## src/rtl/atr_timeout_mon.sv

```systemverilog
module atr_timeout_mon #(
  parameter int ATR_W  = 16,
  parameter int TS_W   = 8,
  parameter int BYTE_W = 8
) (
  input  logic              clk,
  input  logic              rst_n,
  input  logic              etu_tick,
  input  logic              io_line,
  input  logic              card_rst_rel,
  input  logic              atr_rx_en,
  input  logic              ts_chk_en,
  input  logic              last_char,
  input  logic              lim_wr,
  input  logic [1:0]        lim_sel,
  input  logic [BYTE_W-1:0] lim_data,
  input  logic              tmo_clr,
  output logic              tmo_flag,
  output logic              tmo_mute
);
  localparam int ATR_CW = ATR_W + 1;
  localparam int TS_CW  = TS_W + 1;
  localparam int HI_W   = ATR_W - BYTE_W;

  logic [ATR_W-1:0]  atr_lim;
  logic [TS_W-1:0]   ts_lim;
  logic              io_s1, io_s2, io_prev;
  logic              io_fall;
  logic              ts_run, atr_run, atr_done;
  logic [TS_CW-1:0]  ts_cnt, ts_nxt;
  logic [ATR_CW-1:0] atr_cnt, atr_nxt;
  logic              ts_exp, atr_exp, atr_start;

  always_ff @(posedge clk or negedge rst_n)
    if (!rst_n) begin
      atr_lim <= '0;
      ts_lim  <= '0;
    end else if (lim_wr) begin
      case (lim_sel)
        2'd0: atr_lim[BYTE_W-1:0]     <= lim_data;
        2'd1: atr_lim[ATR_W-1:BYTE_W] <= lim_data[HI_W-1:0];
        2'd2: ts_lim                  <= lim_data[TS_W-1:0];
        default: ;
      endcase
    end

  always_ff @(posedge clk or negedge rst_n)
    if (!rst_n) {io_s1, io_s2, io_prev} <= 3'b111;
    else        {io_s1, io_s2, io_prev} <= {io_line, io_s1, io_s2};

  assign io_fall = io_prev & ~io_s2;

  assign ts_nxt  = (&ts_cnt)  ? ts_cnt  : ts_cnt + 1'b1;
  assign atr_nxt = (&atr_cnt) ? atr_cnt : atr_cnt + 1'b1;

  assign ts_exp    = ts_run & ts_chk_en & etu_tick & ~io_fall &
                     (ts_nxt > {1'b0, ts_lim});
  assign atr_start = atr_rx_en & ~atr_run & ~atr_done & io_fall;
  assign atr_exp   = atr_run & etu_tick & ~last_char &
                     (atr_nxt > {1'b0, atr_lim});

  always_ff @(posedge clk or negedge rst_n)
    if (!rst_n) begin
      ts_run <= 1'b0;
      ts_cnt <= '0;
    end else if (card_rst_rel) begin
      ts_run <= 1'b1;
      ts_cnt <= '0;
    end else if (ts_run && (io_fall || ts_exp)) begin
      ts_run <= 1'b0;
    end else if (ts_run && etu_tick) begin
      ts_cnt <= ts_nxt;
    end

  always_ff @(posedge clk or negedge rst_n)
    if (!rst_n) begin
      atr_run  <= 1'b0;
      atr_done <= 1'b0;
      atr_cnt  <= '0;
    end else if (!atr_rx_en) begin
      atr_run  <= 1'b0;
      atr_done <= 1'b0;
      atr_cnt  <= '0;
    end else if (atr_start) begin
      atr_run <= 1'b1;
      atr_cnt <= '0;
    end else if (atr_run && (last_char || atr_exp)) begin
      atr_run  <= 1'b0;
      atr_done <= 1'b1;
    end else if (atr_run && etu_tick) begin
      atr_cnt <= atr_nxt;
    end

  always_ff @(posedge clk or negedge rst_n)
    if (!rst_n) begin
      tmo_flag <= 1'b0;
      tmo_mute <= 1'b0;
    end else if (ts_exp || atr_exp) begin
      if (!tmo_flag) begin
        tmo_flag <= 1'b1;
        tmo_mute <= ts_exp;
      end
    end else if (tmo_clr) begin
      tmo_flag <= 1'b0;
      tmo_mute <= 1'b0;
    end


  flag_sticky_chk: assert property (@(posedge clk) disable iff (!rst_n)
    tmo_flag && !tmo_clr |=> tmo_flag);


  cause_hold_chk: assert property (@(posedge clk) disable iff (!rst_n)
    tmo_flag && !tmo_clr |=> $stable(tmo_mute));


  mute_needs_check_chk: assert property (@(posedge clk) disable iff (!rst_n)
    $rose(tmo_flag) && tmo_mute |-> $past(ts_chk_en));


  long_needs_arm_chk: assert property (@(posedge clk) disable iff (!rst_n)
    $rose(tmo_flag) && !tmo_mute |-> $past(atr_rx_en));


  ts_no_wrap_chk: assert property (@(posedge clk) disable iff (!rst_n)
    (&ts_cnt) && !card_rst_rel |=> (&ts_cnt));


  atr_disarm_chk: assert property (@(posedge clk) disable iff (!rst_n)
    !atr_rx_en |=> !atr_run && atr_cnt == '0);
endmodule

```

## config.mk

```make
export PLATFORM = sky130hd
export DESIGN_NAME = atr_timeout_mon
export DESIGN_NICKNAME = d
export VERILOG_FILES = /design/src/rtl/atr_timeout_mon.sv
export SDC_FILE = /design/constraint.sdc
export NUM_CORES = 1
export LEC_CHECK = 0
export BUFFER_PORTS_ARGS = -buffer_cell sky130_fd_sc_hd__buf_2
export CAP_MARGIN = 20
export CORE_AREA = 3 3 102 104
export DETAILED_ROUTE_END_ITERATION = 10
export DIE_AREA = 0 0 105 107
export PLACE_DENSITY = 0.65
export SLEW_MARGIN = 20
export SYNTH_ARGS = -nofsm -noshare
export SYNTH_HDL_FRONTEND = slang
export SYNTH_SLANG_ARGS = --single-unit
```

## constraint.sdc

```tcl
create_clock -name clk -period 5.1 [get_ports clk]
set_input_delay 0 -clock clk [delete_from_list [all_inputs] [get_ports clk]]
set_output_delay 0 -clock clk [all_outputs]
set_load 0.1 [all_outputs]
```

Yosys cells after proc, flatten, opt, wreduce, memory -nomap -nowiden --
Cells that the tools add are included.
Operators by class: add/subtract/negate cells 2, multiply operators 0, divide/modulo/power cells 0, $lt $le $gt $ge 2, equality and inequality tests 9, shifts and indexed selects 0, mux-type cells 21, bitwise operators 16, reductions and logical operators 20
Operators with widths (number):
- $mux W17 | 5
- $mux W9 | 4
- $add A17 B1 Y17 const B | 1
- $gt A17 B16 Y1 | 1
- $reduce_and A17 Y1 | 1
- $reduce_and A2 Y1 | 7
- $mux W1 | 12
- $and A1 B1 Y1 | 11
- $add A9 B1 Y9 const B | 1
- $gt A9 B8 Y1 | 1
- $reduce_and A9 Y1 | 1
- $ne A2 B2 Y1 const B | 3
- $ne A3 B1 Y1 const B | 2
- $reduce_bool A2 Y1 | 3
- $not A1 Y1 | 5
- $logic_and A1 B1 Y1 | 4
- $logic_or A1 B1 Y1 | 3
- $ne A3 B3 Y1 const B | 1
- $eq A2 B1 Y1 const B | 1
- $eq A2 B2 Y1 const B | 1
- $logic_not A2 Y1 | 1
- $ne A2 B1 Y1 const B | 1
Word-level totals: register bits after elaboration 58, latch bits 0, memory bits (writable) 0, ROM bits 0, input port bits 20, output and inout bits 2, word-level logic and storage cells 83, memories kept 0

Longest topological paths before layout --
depth in word-level cells 9, gate-level depth with buffers 15, gate-level depth less buffers 13

Least setup slack after synthesis --
OpenSTA, ideal clock, no wires.
path kind register -> register, start reg atr_cnt[0], end reg atr_cnt[11], library setup time 0.126 ns, data arrival time 3.151 ns, data required time 4.974 ns, path slack 1.823 ns, cell stages (with the launch flop) 14, buffers on the path 1, period minus slack after synthesis 3.277 ns, cell sequence dfrtp_1 -> ha_1 -> nand2_1 -> or2_0 -> buf_2 -> nor4b_2 -> xor2_1 -> ha_1 -> a211oi_1 -> o211ai_1 -> a31oi_1 -> o211a_2 -> nor3_4 -> a311o_1
On the way: word-level cells in the longest chain between the ends 8, elaborated cells between the ends (all ways) 13, those cells by class add/sub: 1; order compare: 1; eq/ne: 1; mux: 5; bitwise: 1; reduce/logical: 4
Ends and longest elaborated chain:
- start, declared | RTL line 31 | logic [ATR_CW-1:0] atr_cnt, atr_nxt;
- start signal, assigned | RTL line 91 | atr_cnt <= atr_nxt;
- $add A17 B1 Y17 / $reduce_and A17 Y1 (equally long branches) | RTL line 54 | assign atr_nxt = (&atr_cnt) ? atr_cnt : atr_cnt + 1'b1;
- $mux W17 * | RTL line 54
- $gt A17 B16 Y1 | RTL line 60 | (atr_nxt > {1'b0, atr_lim});
- $and A1 B1 Y1 | RTL line 59 | assign atr_exp = atr_run & etu_tick & ~last_char &
- $logic_or A1 B1 Y1 | RTL line 87 | end else if (atr_run && (last_char || atr_exp)) begin
- $logic_and A1 B1 Y1 | RTL line 87
- $ne A3 B3 Y1 (no source line)
- $reduce_and A2 Y1 (no source line)
Mark *: on every way between the ends. The rest lies on a longest branch, timed or not. The select of a mux whose other input is x is not followed. A chain may end at the register's enable or synchronous reset.

Worst setup path after layout --
start reg atr_cnt[0], end reg atr_cnt[13]
The elaborated chain is that of the path after synthesis.

==> run_results.csv <==
group,metric,value,unit
floorplanning,dieArea,11200,um^2
placement,dp_cells,554,
status,status,"finished clean",
drt,ant_nets,0,
sta,fin_ws,0.988,ns
drt,drt-initial-drc-count,164,
power,p_sw,317,uW
clock_network,ctsRootBufferMaster,"clkbuf_8",
synthesis,ys_types,65,
global_route,antenna_found_initial,0,
clock_network,numCtsBuffers,9,
global_route,grt_pass1_wl,15500,um
power,sequentialPowerShare,48.7,%
power,finalPower,1.07,mW
critical_path,path_cells,"ha_1, nand2_1, or2_0, nor4b_2, xor2_1, ha_1, a211oi_1, o211ai_1, a31oi_1, o211ai_2, a2111oi_0, a221o_1",
sta,setup_tns,0,ns
drt,dr_total_vias,3203,
floorplanning,die_h,107,um
global_route,grt_usage,17.1,%
drt,wl,9000,um
synthesis,synth_commonest_cells,"dfrtp_1, nand2_1, inv_1",
floorplanning,start_util,40.4,%
synthesis,synth_compound_area_share,15.4,%
cells_and_area,final_util,45.7,%
cells_and_area,fin_cells,583,
synthesis,yosys.area.top_type_share,35.4,%
cells_and_area,n_fill_cell,909,
synthesis,synthArstFlopShare,100,%
synthesis,synthAdderAreaFrac,8.36,%
synthesis,synth-simple-area-share,22.7,%
synthesis,ys.flop_type,"dfrtp_1",
sta,rsz0062_at_grt,"false",
sta,slew_viol_final,0,
synthesis,synth_top_family_by_area,"simple AND/OR/NAND/NOR gates",
clock_network,htreeDepth,3,
synthesis,ys_seq_area_share,37.4,%
cells_and_area,fin_area,4400,um^2
synthesis,synth.avg_cell_area,9.49,um^2
clock_network,clk_pin_slew_worst_paths,0.07,ns
placement,preCtsSetupSlack,1.14,ns
synthesis,yosysTopAreaCell,"dfrtp_1",
cells_and_area,multi_input_area,2230,um^2
power,p_leak,2.02,nW
power,p_comb_share,16.2,%
sta,period_share,80.6,%
sta,fin_skew,0.00906,ns
cells_and_area,regArea,1460,um^2
job,cap_viol_max_count,0,
min_path,hold_path_class,"in -> async",
power,p_per_area,242,nW/um^2
drt,drt-wirelength-per-cell,15.4,um
cells_and_area,n_antenna_cell,0,
floorplanning,num_rows,36,
sta,finalSetupViolCount,0,
global_route,overflow,0,
global_route,grt_pass1_vias,3252,
power,p_sw_share,29.7,%
power,pwr-share-clk,35.1,%
sta,relSlewSlack,46.1,%
synthesis,synth_xor_xnor_area_share,3.83,%
synthesis,syn_inst,410,
critical_path,critPathLaunchType,"flip-flop",
sta,period_needed,4.11,ns
clock_network,clockBufferDepth,2,
synthesis,synth_mux_area_share,7.07,%
cells_and_area,area_growth,13.1,%
synthesis,synth-edff-count,0,
placement,dpl-instance-area,4100,um^2
floorplanning,fp.dieW,105,um
placement,io_buffers,21,
placement,dp_hpwl,6610,um
drt,drc_errors,0,
floorplanning,coreArea,9640,um^2
power,p_int,749,uW
critical_path,cp.required,5.38,ns
clock_network,insertion_delay,0.34,ns
floorplanning,io_pins,22,
placement,gp_congestion,0.875,
critical_path,crit_path_end_kind,"flip-flop",
synthesis,syn_area,3890,um^2
drt,routed_via_density,5.49,
power,peakVddDrop,133,uV
critical_path,crit_type,"reg -> reg",
critical_path,cp_max_fo,16,
synthesis,ys_seq_elements,58,
synthesis,syn-num-nets,456,
cells_and_area,drive_above_1_share,18.9,%
sta,fmax,0.243,GHz
synthesis,synth_area_leaders,"dfrtp_1, ha_1, mux2_2, nand2_1, inv_1",
critical_path,critPathMaxStageDelay,0.54,ns
clock_network,cts_resized,0,
sta,hold_viol_final,0,
global_route,grt_max_degree,42,
drt,drtPass1Iterations,4,
critical_path,path_common_cell,"ha_1",
synthesis,yosys_warnings,0,
sta,worst_pin_slew,0.807,ns
synthesis,yosysMostFrequentCell,"dfrtp_1",
clock_network,cts_tree,"yes",
sta,hold_ws,0.120,ns
critical_path,arrival,4.39,ns
clock_network,numClockSinks,58,
critical_path,cp_slowest_cell,"a2111oi_0",
cells_and_area,nets,491,
-- cells in the final DEF (no fill, tap or decap), drive strengths merged, types with 14 or more instances in the layout --
cell   synthesis  layout
dfrtp         55      55
nand2         38      38
inv           31      31
nor2          26      26
ha            26      26
buf            8      24
a21oi         23      23
mux2          20      20
o21ai         19      19
nand4         14      14
-- power groups by stage --
| stage | registers (mW) | logic, mW | clock network [mW] |
|---|---|---|---|
| global placement | 0.527 | 0.157 | 0 |
| floorplan | 0.524 | 0.113 | 0 |
| detailed placement | 0.528 | 0.166 | 0 |
| finish | 0.519 | 0.172 | 0.374 |
| global route | 0.524 | 0.199 | 0.410 |
| CTS | 0.519 | 0.174 | 0.386 |
-- cells by family after synthesis --
kind of cell             Yosys count
multiplexers                      25
AND/OR/NAND/NOR                  150
buffers and inverters             45
XOR/XNOR                          17
flip-flops                        58
adder cells (fa/ha/maj)           26
AO/OA/AOI/OAI                     89
-- per-layer routing --
metal	track usage [%]	vias to the layer above	share of wire, %
li1	-	1566	-
met1	22.2	1537	45
met2	28.2	87	48
met5	0	-	0
met4	7.50	0	1.8
met3	2.71	13	5.2
-- state kept, by name, indices dropped and copies added, names as in the netlist --
name	flops
atr_cnt	17
atr_done	1
atr_lim	16
atr_run	1
io_prev	1
io_s1	1
io_s2	1
tmo_flag	1
tmo_mute	1
ts_cnt	9
ts_lim	8
ts_run	1
-- worst paths after layout --
check / start / endpoint / slack (ns) / cells after the start
setup / recovery: atr_cnt[0] / atr_cnt[13] / 0.99 / 12
max in group asynchronous: rst_n / atr_lim[12] / 4.10 / 3
hold / removal: rst_n / ts_cnt[5] / 0.12 / 2
min in group clk: atr_rx_en / atr_run / 0.14 / 2
setup reg to reg: atr_cnt[0] / atr_cnt[13] / 0.99 / 12
hold reg to reg: io_s1 / io_s2 / 0.36 / 0
-- critical path, delay by kind of cell (launching register included) --
family / cells / cell delay [ns]
adders and majority gates: 2 / 0.55
xor gates and xnor gates: 1 / 0.21
AOI/OAI and AO/OA: 6 / 1.90
and+or+nand+nor: 3 / 0.96
DFF: 1 / 0.42
-- cell type report --
class                           count  share of cell area [%]
Clock buffer                        9                    2.81
Timing Repair Buffer               37                    5.86
Tap cell                          133                    3.78
Sequential cell                    58                    33.1
Multi-Input combinational cell    307                    50.7
Clock inverter                      7                    1.05
Inverter                           32                    2.73
-- what timing repair did --
| item | 4_1_cts | 5_1_grt |
|---|---|---|
| setup endpoints to repair | 0 | 0 |
| hold endpoints to repair | 52 | 0 |
| hold buffers | 13 | 0 |
| buffers inserted | 0 | 0 |
(Power assumes the default switching activity.)
